--- src/rtl/can_idf_pkg.sv ---
package can_idf_pkg;

    localparam int BASE_W = 11;
    localparam int EXT_W  = 18;
    localparam int ID_W   = BASE_W + EXT_W;
    localparam int KEY_W  = ID_W + 1;

    typedef struct packed {
        logic             en;
        logic             rx;
        logic [KEY_W-1:0] pattern;
        logic [ID_W-1:0]  dont_care;
    } obj_cfg_t;

endpackage

--- src/rtl/idf_cfg_bank.sv ---
module idf_cfg_bank
    import can_idf_pkg::*;
#(
    parameter int NUM_OBJ = 32,
    parameter int IDX_W   = 5
) (
    input  logic                   clk_i,
    input  logic                   rst_ni,
    input  logic                   wr_en_i,
    input  logic [IDX_W-1:0]       wr_idx_i,
    input  obj_cfg_t               wr_cfg_i,
    output obj_cfg_t [NUM_OBJ-1:0] cfg_o
);

    obj_cfg_t [NUM_OBJ-1:0] bank_d, bank_q;

    always_comb begin
        bank_d = bank_q;
        if (wr_en_i && (32'(wr_idx_i) < NUM_OBJ)) begin
            bank_d[wr_idx_i] = wr_cfg_i;
        end
    end

    always_ff @(posedge clk_i or negedge rst_ni) begin
        if (!rst_ni) begin
            bank_q <= '0;
        end else begin
            bank_q <= bank_d;
        end
    end

    assign cfg_o = bank_q;

endmodule

--- src/rtl/idf_match_array.sv ---
module idf_match_array
    import can_idf_pkg::*;
#(
    parameter int NUM_OBJ = 32
) (
    input  obj_cfg_t [NUM_OBJ-1:0] cfg_i,
    input  logic                   ide_i,
    input  logic [BASE_W-1:0]      base_i,
    input  logic [EXT_W-1:0]       ext_i,
    output logic [NUM_OBJ-1:0]     cand_o
);

    logic [KEY_W-1:0] key;

    always_comb begin
        key = {ide_i, base_i, (ide_i ? ext_i : {EXT_W{1'b0}})};
    end

    for (genvar g = 0; g < NUM_OBJ; g++) begin : g_obj
        logic fmt_ok;
        logic id_ok;
        always_comb begin
            fmt_ok    = (key[KEY_W-1] == cfg_i[g].pattern[KEY_W-1]);
            id_ok     = ~|((key[ID_W-1:0] ^ cfg_i[g].pattern[ID_W-1:0])
                           & ~cfg_i[g].dont_care);
            cand_o[g] = cfg_i[g].en & cfg_i[g].rx & fmt_ok & id_ok;
        end
    end

endmodule

--- src/rtl/idf_first_hit.sv ---
module idf_first_hit #(
    parameter int NUM_OBJ = 32,
    parameter int IDX_W   = 5
) (
    input  logic [NUM_OBJ-1:0] cand_i,
    output logic               any_o,
    output logic [IDX_W-1:0]   idx_o
);

    always_comb begin
        any_o = |cand_i;
        idx_o = '0;
        for (int i = NUM_OBJ - 1; i >= 0; i--) begin
            if (cand_i[i]) begin
                idx_o = IDX_W'(i);
            end
        end
    end

endmodule

--- src/rtl/can_id_accept_filter.sv ---
module can_id_accept_filter
    import can_idf_pkg::*;
#(
    parameter int NUM_OBJ = 32,
    localparam int IDX_W  = (NUM_OBJ > 1) ? $clog2(NUM_OBJ) : 1
) (
    input  logic              clk_i,
    input  logic              rst_ni,
    input  logic              cfg_we_i,
    input  logic [IDX_W-1:0]  cfg_idx_i,
    input  logic              cfg_en_i,
    input  logic              cfg_rx_i,
    input  logic [KEY_W-1:0]  cfg_match_i,
    input  logic [ID_W-1:0]   cfg_mask_i,
    input  logic              frm_valid_i,
    input  logic              frm_ide_i,
    input  logic [BASE_W-1:0] frm_base_i,
    input  logic [EXT_W-1:0]  frm_ext_i,
    output logic              hit_o,
    output logic [IDX_W-1:0]  obj_idx_o
);

    typedef struct packed {
        logic             hit;
        logic [IDX_W-1:0] idx;
    } verdict_t;

    obj_cfg_t               wr_cfg;
    obj_cfg_t [NUM_OBJ-1:0] cfg_arr;
    logic [NUM_OBJ-1:0]     cand_vec;
    logic                   any_cand;
    logic [IDX_W-1:0]       first_idx;
    verdict_t               res_d, res_q;

    always_comb begin
        wr_cfg.en        = cfg_en_i;
        wr_cfg.rx        = cfg_rx_i;
        wr_cfg.pattern   = cfg_match_i;
        wr_cfg.dont_care = cfg_mask_i;
    end

    idf_cfg_bank #(.NUM_OBJ(NUM_OBJ), .IDX_W(IDX_W)) u_bank (
        .clk_i    (clk_i),
        .rst_ni   (rst_ni),
        .wr_en_i  (cfg_we_i),
        .wr_idx_i (cfg_idx_i),
        .wr_cfg_i (wr_cfg),
        .cfg_o    (cfg_arr)
    );

    idf_match_array #(.NUM_OBJ(NUM_OBJ)) u_match (
        .cfg_i  (cfg_arr),
        .ide_i  (frm_ide_i),
        .base_i (frm_base_i),
        .ext_i  (frm_ext_i),
        .cand_o (cand_vec)
    );

    idf_first_hit #(.NUM_OBJ(NUM_OBJ), .IDX_W(IDX_W)) u_pick (
        .cand_i (cand_vec),
        .any_o  (any_cand),
        .idx_o  (first_idx)
    );

    always_comb begin
        res_d     = res_q;
        res_d.hit = frm_valid_i & any_cand;
        if (frm_valid_i && any_cand) begin
            res_d.idx = first_idx;
        end
    end

    always_ff @(posedge clk_i or negedge rst_ni) begin
        if (!rst_ni) begin
            res_q <= '0;
        end else begin
            res_q <= res_d;
        end
    end

    assign hit_o     = res_q.hit;
    assign obj_idx_o = res_q.idx;

endmodule

--- config.mk ---
export PLATFORM = sky130hd
export DESIGN_NAME = can_id_accept_filter
export DESIGN_NICKNAME = d
export VERILOG_FILES = /design/src/rtl/can_idf_pkg.sv /design/src/rtl/idf_cfg_bank.sv /design/src/rtl/idf_match_array.sv /design/src/rtl/idf_first_hit.sv /design/src/rtl/can_id_accept_filter.sv
export SDC_FILE = /design/constraint.sdc
export NUM_CORES = 2
export LEC_CHECK = 0
export ABC_AREA = 1
export BUFFER_PORTS_ARGS = -buffer_cell sky130_fd_sc_hd__buf_4
export CAP_MARGIN = 20
export CORE_UTILIZATION = 53
export CTS_CLUSTER_SIZE = 28
export DETAILED_ROUTE_END_ITERATION = 16
export PLACE_DENSITY = 0.8
export SLEW_MARGIN = 20
export SYNTH_ARGS = -nofsm -noshare
export SYNTH_HDL_FRONTEND = slang
export SYNTH_SLANG_ARGS = --single-unit
--- constraint.sdc ---
create_clock -name clk_i -period 3.4 [get_ports clk_i]
set_clock_uncertainty 0.05 [all_clocks]
set_input_delay 0.17 -clock clk_i [delete_from_list [all_inputs] [get_ports clk_i]]
set_output_delay 0.17 -clock clk_i [all_outputs]
set_load 0.01 [all_outputs]
**Yosys cells after proc, flatten, opt, wreduce, memory -nomap -nowiden**

Index checks and enable logic that the tools add are counted.

- Register bits after elaboration: 1958
- Bits in latches: 0
- Bits in writable memories: 0
- Memory bits (read-only): 0
- Input bits: 100
- Output and inout bits: 6
- Logic and storage cells: 460
- Memories: 0

- Add/subtract/negate cells: 0
- Multipliers: 0
- Div/mod/pow operators: 0
- Order comparisons: 2
- Equal/unequal tests: 32
- Shifts and indexed selects: 0
- Muxes and demuxes: 36
- Bitwise logic cells: 193
- Reductions and logical operators: 67

Operators with widths:

| kind | number |
|---|---|
| 1952-bit bitwise mux | 1 |
| 29-bit bitwise AND | 32 |
| 29-bit inverter | 32 |
| 29-bit OR reduction | 32 |
| 29-bit bitwise XOR | 32 |
| 61-bit demux with 5-bit select | 1 |
| 5-bit 2-to-1 mux | 32 |
| 1-bit bitwise AND | 97 |
| 61-bit 2-to-1 mux | 1 |
| 1-bit == test | 32 |
| 1-bit zero test | 32 |
| 32-bit OR reduction | 1 |
| 18-bit 2-to-1 mux | 1 |
| 5-bit by 6-bit < comparator with 1-bit output (second input constant) | 1 |
| 5-bit by 1-bit greater-or-equal comparator with 1-bit output (second input constant) | 1 |
| 1-bit logical AND | 2 |

**Depth between registers and ports, before layout**

- Depth in word-level cells: 38
- Mapped depth: 43
- Mapped depth without buffers: 41

**By module**

A second synthesis with hierarchy kept.

- Cells, all modules: 13902
- Area total of the unflattened synthesis: 98398.1 um2

Modules (own cells, without submodules):

| module | instances | cells an instance | area an instance (um2) |
|---|---|---|---|
| idf_cfg_bank | 1 | 8505 | 74531.5 |
| idf_match_array | 1 | 5267 | 23173.5 |
| idf_first_hit | 1 | 107 | 470.5 |
| can_id_accept_filter | 1 | 23 | 222.7 |

**Worst setup path before layout**

Ideal clock, no wire load.

- Path kind: input to register
- Start: in frm_base_i[2]
- End: reg res_q (netlist bit obj_idx_o[1])
- Arrival: 2.538 ns
- Required time: 3.255 ns
- Slack: 0.717 ns
- Stages: 17
- Buffers on the path: 5
- Cell sequence: buf_2 -> buf_2 -> buf_4 -> buf_2 -> buf_2 -> xnor2_1 -> o22ai_1 -> nor4_1 -> o2111a_1 -> nand4_1 -> nand2_1 -> nor2_1 -> nand2_1 -> o21ai_1 -> nand2_1 -> inv_2 -> o31ai_1

- Longest elaborated chain between the ends: 37
- Elaborated cells between the ends (all ways): 194
- Those cells by class: mux (32); bitwise (96); reduce/logical (66)

RTL lines:

| what | RTL line | RTL |
|---|---|---|
| from (decl) | can_id_accept_filter.sv:17 | `input logic [BASE_W-1:0] frm_base_i,` |
| 29-bit bitwise XOR | idf_match_array.sv:24 | `id_ok = ~\|((key[ID_W-1:0] ^ cfg_i[g].pattern[ID_W-1:0])` |
| 29-bit bitwise AND | idf_match_array.sv:25 | `& ~cfg_i[g].dont_care);` |
| 29-bit OR reduction | idf_match_array.sv:24 |  |
| 1-bit zero test | idf_match_array.sv:24 |  |
| 1-bit bitwise AND | idf_match_array.sv:26 | `cand_o[g] = cfg_i[g].en & cfg_i[g].rx & fmt_ok & id_ok;` |
| 5-bit 2-to-1 mux (32 in a row) | idf_first_hit.sv:14 | `if (cand_i[i]) begin` |
| to (signal assigned) | can_id_accept_filter.sv:77 | `res_q <= res_d;` |
| to (decl) | can_id_accept_filter.sv:33 | `verdict_t res_d, res_q;` |

Parallel ways exist; a longest one is shown, timed or not.
A chain may end at the register's enable or synchronous reset.

**Worst setup path after layout**

- Start: reg u_bank.bank_q (netlist bit u_bank.cfg_o[1943])
- End: reg res_q (netlist bit obj_idx_o[0])

- Longest elaborated chain between the ends: 37
- Elaborated cells between the ends (all ways): 39
- Those cells by class: mux (32); bitwise (3); reduce/logical (4)

RTL lines:

| what | RTL line | RTL |
|---|---|---|
| from (decl) | idf_cfg_bank.sv:15 | `obj_cfg_t [NUM_OBJ-1:0] bank_d, bank_q;` |
| from (signal assigned) | idf_cfg_bank.sv:28 | `bank_q <= bank_d;` |
| 29-bit bitwise XOR * | idf_match_array.sv:24 |  |
| 29-bit bitwise AND * | idf_match_array.sv:25 |  |
| 29-bit OR reduction * | idf_match_array.sv:24 |  |
| 1-bit zero test * | idf_match_array.sv:24 |  |
| 1-bit bitwise AND * | idf_match_array.sv:26 |  |
| 5-bit 2-to-1 mux (32 in a row) | idf_first_hit.sv:14 |  |

Mark *: on every way between the ends. The rest lies on a longest branch, timed or not.

==> results by group <==
Detailed routing
  – Routed vias: ~70000
  – DRT Wirelength: 257000 µm
  – Pre-antenna DRT Iters: 7
  – DRC Markers: 0
  – Routed len/inst: 21.9 µm
  – DRT iter0 DRCs: 8077
  – DRT antenna net count: 0
  – Vias per inst: 5.96

Layout
  – Synth-to-Final Area Change: 14.9%
  – Share of layout cells above drive strength 1: 0.105
  – Final Util: 0.613
  – Final #Nets: 9625

Synth
  – Primary FF master, synth: dfrtp_1
  – Post-synthesis cell count: 9433
  – Seq/Total Area, Yosys: 0.579
  – Yosys top cell area share: 0.579
  – Warnings from Yosys: 0
  – Mapped cell area: 84700 µm²
  – Syn_area_per_cell: 8.97 µm²
  – Post-synth EDFFs: 0
  – Yosys top cell by area: dfrtp_1
  – Count leader, synth: o21ai_0
  – Fraction of registers with async set/reset: 1.00
  – Largest cells by area after synthesis: dfrtp_1, o21ai_0, nand2_1
  – FF+latch count, synth: roughly 2000
  – Post-synth top cells: o21ai_0, nand2_1, dfrtp_1
  – Cell variety after synth: 40
  – Syn nets: 9533

Floorplan
  – Initial core utilization: 0.534
  – Die Area: 161000 µm²
  – I/O Pins: 106
  – Die Ht: 402 µm
  – Die Span X: roughly 400 µm
  – Placeable Area: 159000 µm²
  – Std cell rows: 146

Setup path
  – CP delay by family, top: simple AND/OR/NAND/NOR gates
  – Required @ worst endpoint: ~4.1 ns
  – CP arrival: 4.06 ns
  – Bufs and invs on worst path: 1
  – CP startpoint kind: flip-flop
  – Worst path slowest cell: dfrtp_1
  – Top cell by count, worst path: nand2_1
  – Worst Setup Path Type: reg2reg
  – Critical path endpoint category: flip-flop
  – CP Max Fanout: 3
  – Slowest stage delay, CP: 0.40 ns

STA
  – Fin worst setup slack: 0.0794 ns
  – Actual slew at the worst max-slew pin: 1.14 ns
  – Finish-stage setup viols: 0
  – Relative slew margins: 0.237
  – Fmax: 301 MHz
  – Final Hold Viols: 0
  – RSZ-0062 raised after global routing: true
  – WHS: 0.0531 ns
  – Final max-slew violation count: 0
  – Period utilisation layout: 0.977
  – Final Critical Period: 3.32 ns

Global route
  – Tot GR Track Use: 0.317
  – Pin count of the biggest net entering global routing: 196
  – Gr ovfl total: 0
  – Initial antenna violation count: 9
  – Global-route wire length before repair: 394000 µm
  – Vias in the first global route: just under 70000

Clocking
  – Clock-pin transition on the worst setup and hold timing paths: 0.06 ns
  – Root buffer cell: clkbuf_16
  – H-tree lvl count: 4
  – Longest Clk Path Bufs: 3
  – Sink Count: 1958
  – Clk_lat worst skew: approximately 0.88 ns
  – CTS buffer count: 195
  – CTS tree: done

Status
  – Outcome: completed

Placed design
  – GPL Wtd Cong: 0.906
  – PortBufs: 105
  – Hpwl dp: about 160000 µm
  – Place WS: -0.815 ns

Power
  – Pwr dens: 655 nW/µm²
  – Switching part of the total power: 0.293
  – Peak supply drop: 0.645 mV
  – Net switching power figure: 18.7 mW
  – Pint: 45.1 mW
  – Clock share of power: 0.355
  – Total Power: 63.7 mW
  – Leak pwr: 45.5 nW
  – Seq pwr share: 0.478
  – Comb pwr share: 0.167

Worst hold path
  – Hold crit path type: in2reg

Job
  – MaxCap Viol Count: 0
==> path summary, 6_finish.rpt <==
path | start | endpoint | slack [ns] | cells past startpoint
worst max register to register | u_bank.cfg_o[1943] | obj_idx_o[0] | 0.08 | 40
worst min-delay path | cfg_match_i[24] | u_bank.cfg_o[968] | 0.05 | 3
min in group asynchronous | rst_ni | u_bank.cfg_o[1793] | 0.14 | 3
worst max-delay path | u_bank.cfg_o[1943] | obj_idx_o[0] | 0.08 | 40
max in group asynchronous | rst_ni | u_bank.cfg_o[818] | 2.15 | 3
worst min register to register | u_bank.cfg_o[211] | u_bank.cfg_o[211] | 0.43 | 2
==> layout by cell type (no fill, tap or decap), drive strengths merged, types with 9 or more instances in the layout <==
cell and instances:
a21oi 469, buf 567, bufinv 15, clkbuf 289, clkinv 54, dfrtp 1958
dlygate4sd3 67, inv 392, nand2 2278, nand3 35, nand3b 30, nand4 38
nor2 321, nor3 28, nor4 68, o2111a 21, o2111ai 26, o211ai 9
o21ai 2327, o21bai 70, o22ai 95, or2 26, or4 10, xnor2 238
xor2 226
==> area by class of cell <==
cell class,instances,area [µm²]
repair buffers,634,5770
fillers,12300,61300
well taps,2072,2590
inverters,394,1480
clock buffers,289,5770
diodes,5,12.5
flip-flops and latches,1958,49000
multi-input cells,6342,31600
clock inverters,72,1070
==> sequential cells by signal, summed over array words and instances, names as in the netlist <==
| signal | count |
|---|---|
| hit_o | 1 |
| u_bank.cfg_o | 1952 |
| obj_idx_o | 5 |
==> power groups by stage <==
stage | combinational (mW) | clock, mW | sequential (mW)
3_3_place_gp | 9.77 | 0 | 30.5
6_report | 10.7 | 22.6 | 30.5
2_1_floorplan | 6.89 | 0 | 30.0
4_1_cts | 10.5 | 22.7 | 30.4
5_1_grt | 12.0 | 23.6 | 30.9
3_5_place_dp | 10.3 | 0 | 30.7
==> layer usage <==
layer / vias up / track usage / share of wire
met1: 34400 / 0.440 / 0.39
met3: 677 / 0.0664 / 0.11
met5: - / 0 / 0.00016
met4: 6 / 0.151 / 0.050
met2: 3692 / 0.479 / 0.45
li1: 31400 / - / -
==> cells by family (layout without fill, tap and decap cells) <==
kind of cell,count (synthesis),in the layout,share of synthesized area
AOI/OAI and AO/OA,3041,3041,0.187
buffers and inverters,1133,1389,0.0532
other,0,5,0
and+or+nand+nor,2837,2837,0.133
DFF,1958,1958,0.579
xor gates and xnor gates,464,464,0.0480
==> timing repair <==
action / 4_1_cts / 5_1_grt
gates resized for setup: 6 / 39
pin swaps: 0 / 16
endpoints found under the hold margin: 2663 / 0
setup buffers: 0 / 7
hold buffers: 68 / 0
setup endpoints to repair: 6 / 6
==> worst reg2reg max path: cells and delay by family, from the launching register on <==
family,cells,cell delay [ns]
buffers and inverters,1,0.08
flip-flops,1,0.40
AND/OR/NAND/NOR,39,2.76
==> per-stage QoR <==
stage,TNS (ns),std cells,instance area [µm²]
floorplan,0,9433,84700
global placement,-4.09,11300,89500
detailed placement,-4.20,11300,89500
CTS,-0.00471,11800,97100
global route,-0.333,11800,97300
finish,0,11800,97300
(Power assumes the default switching activity.)
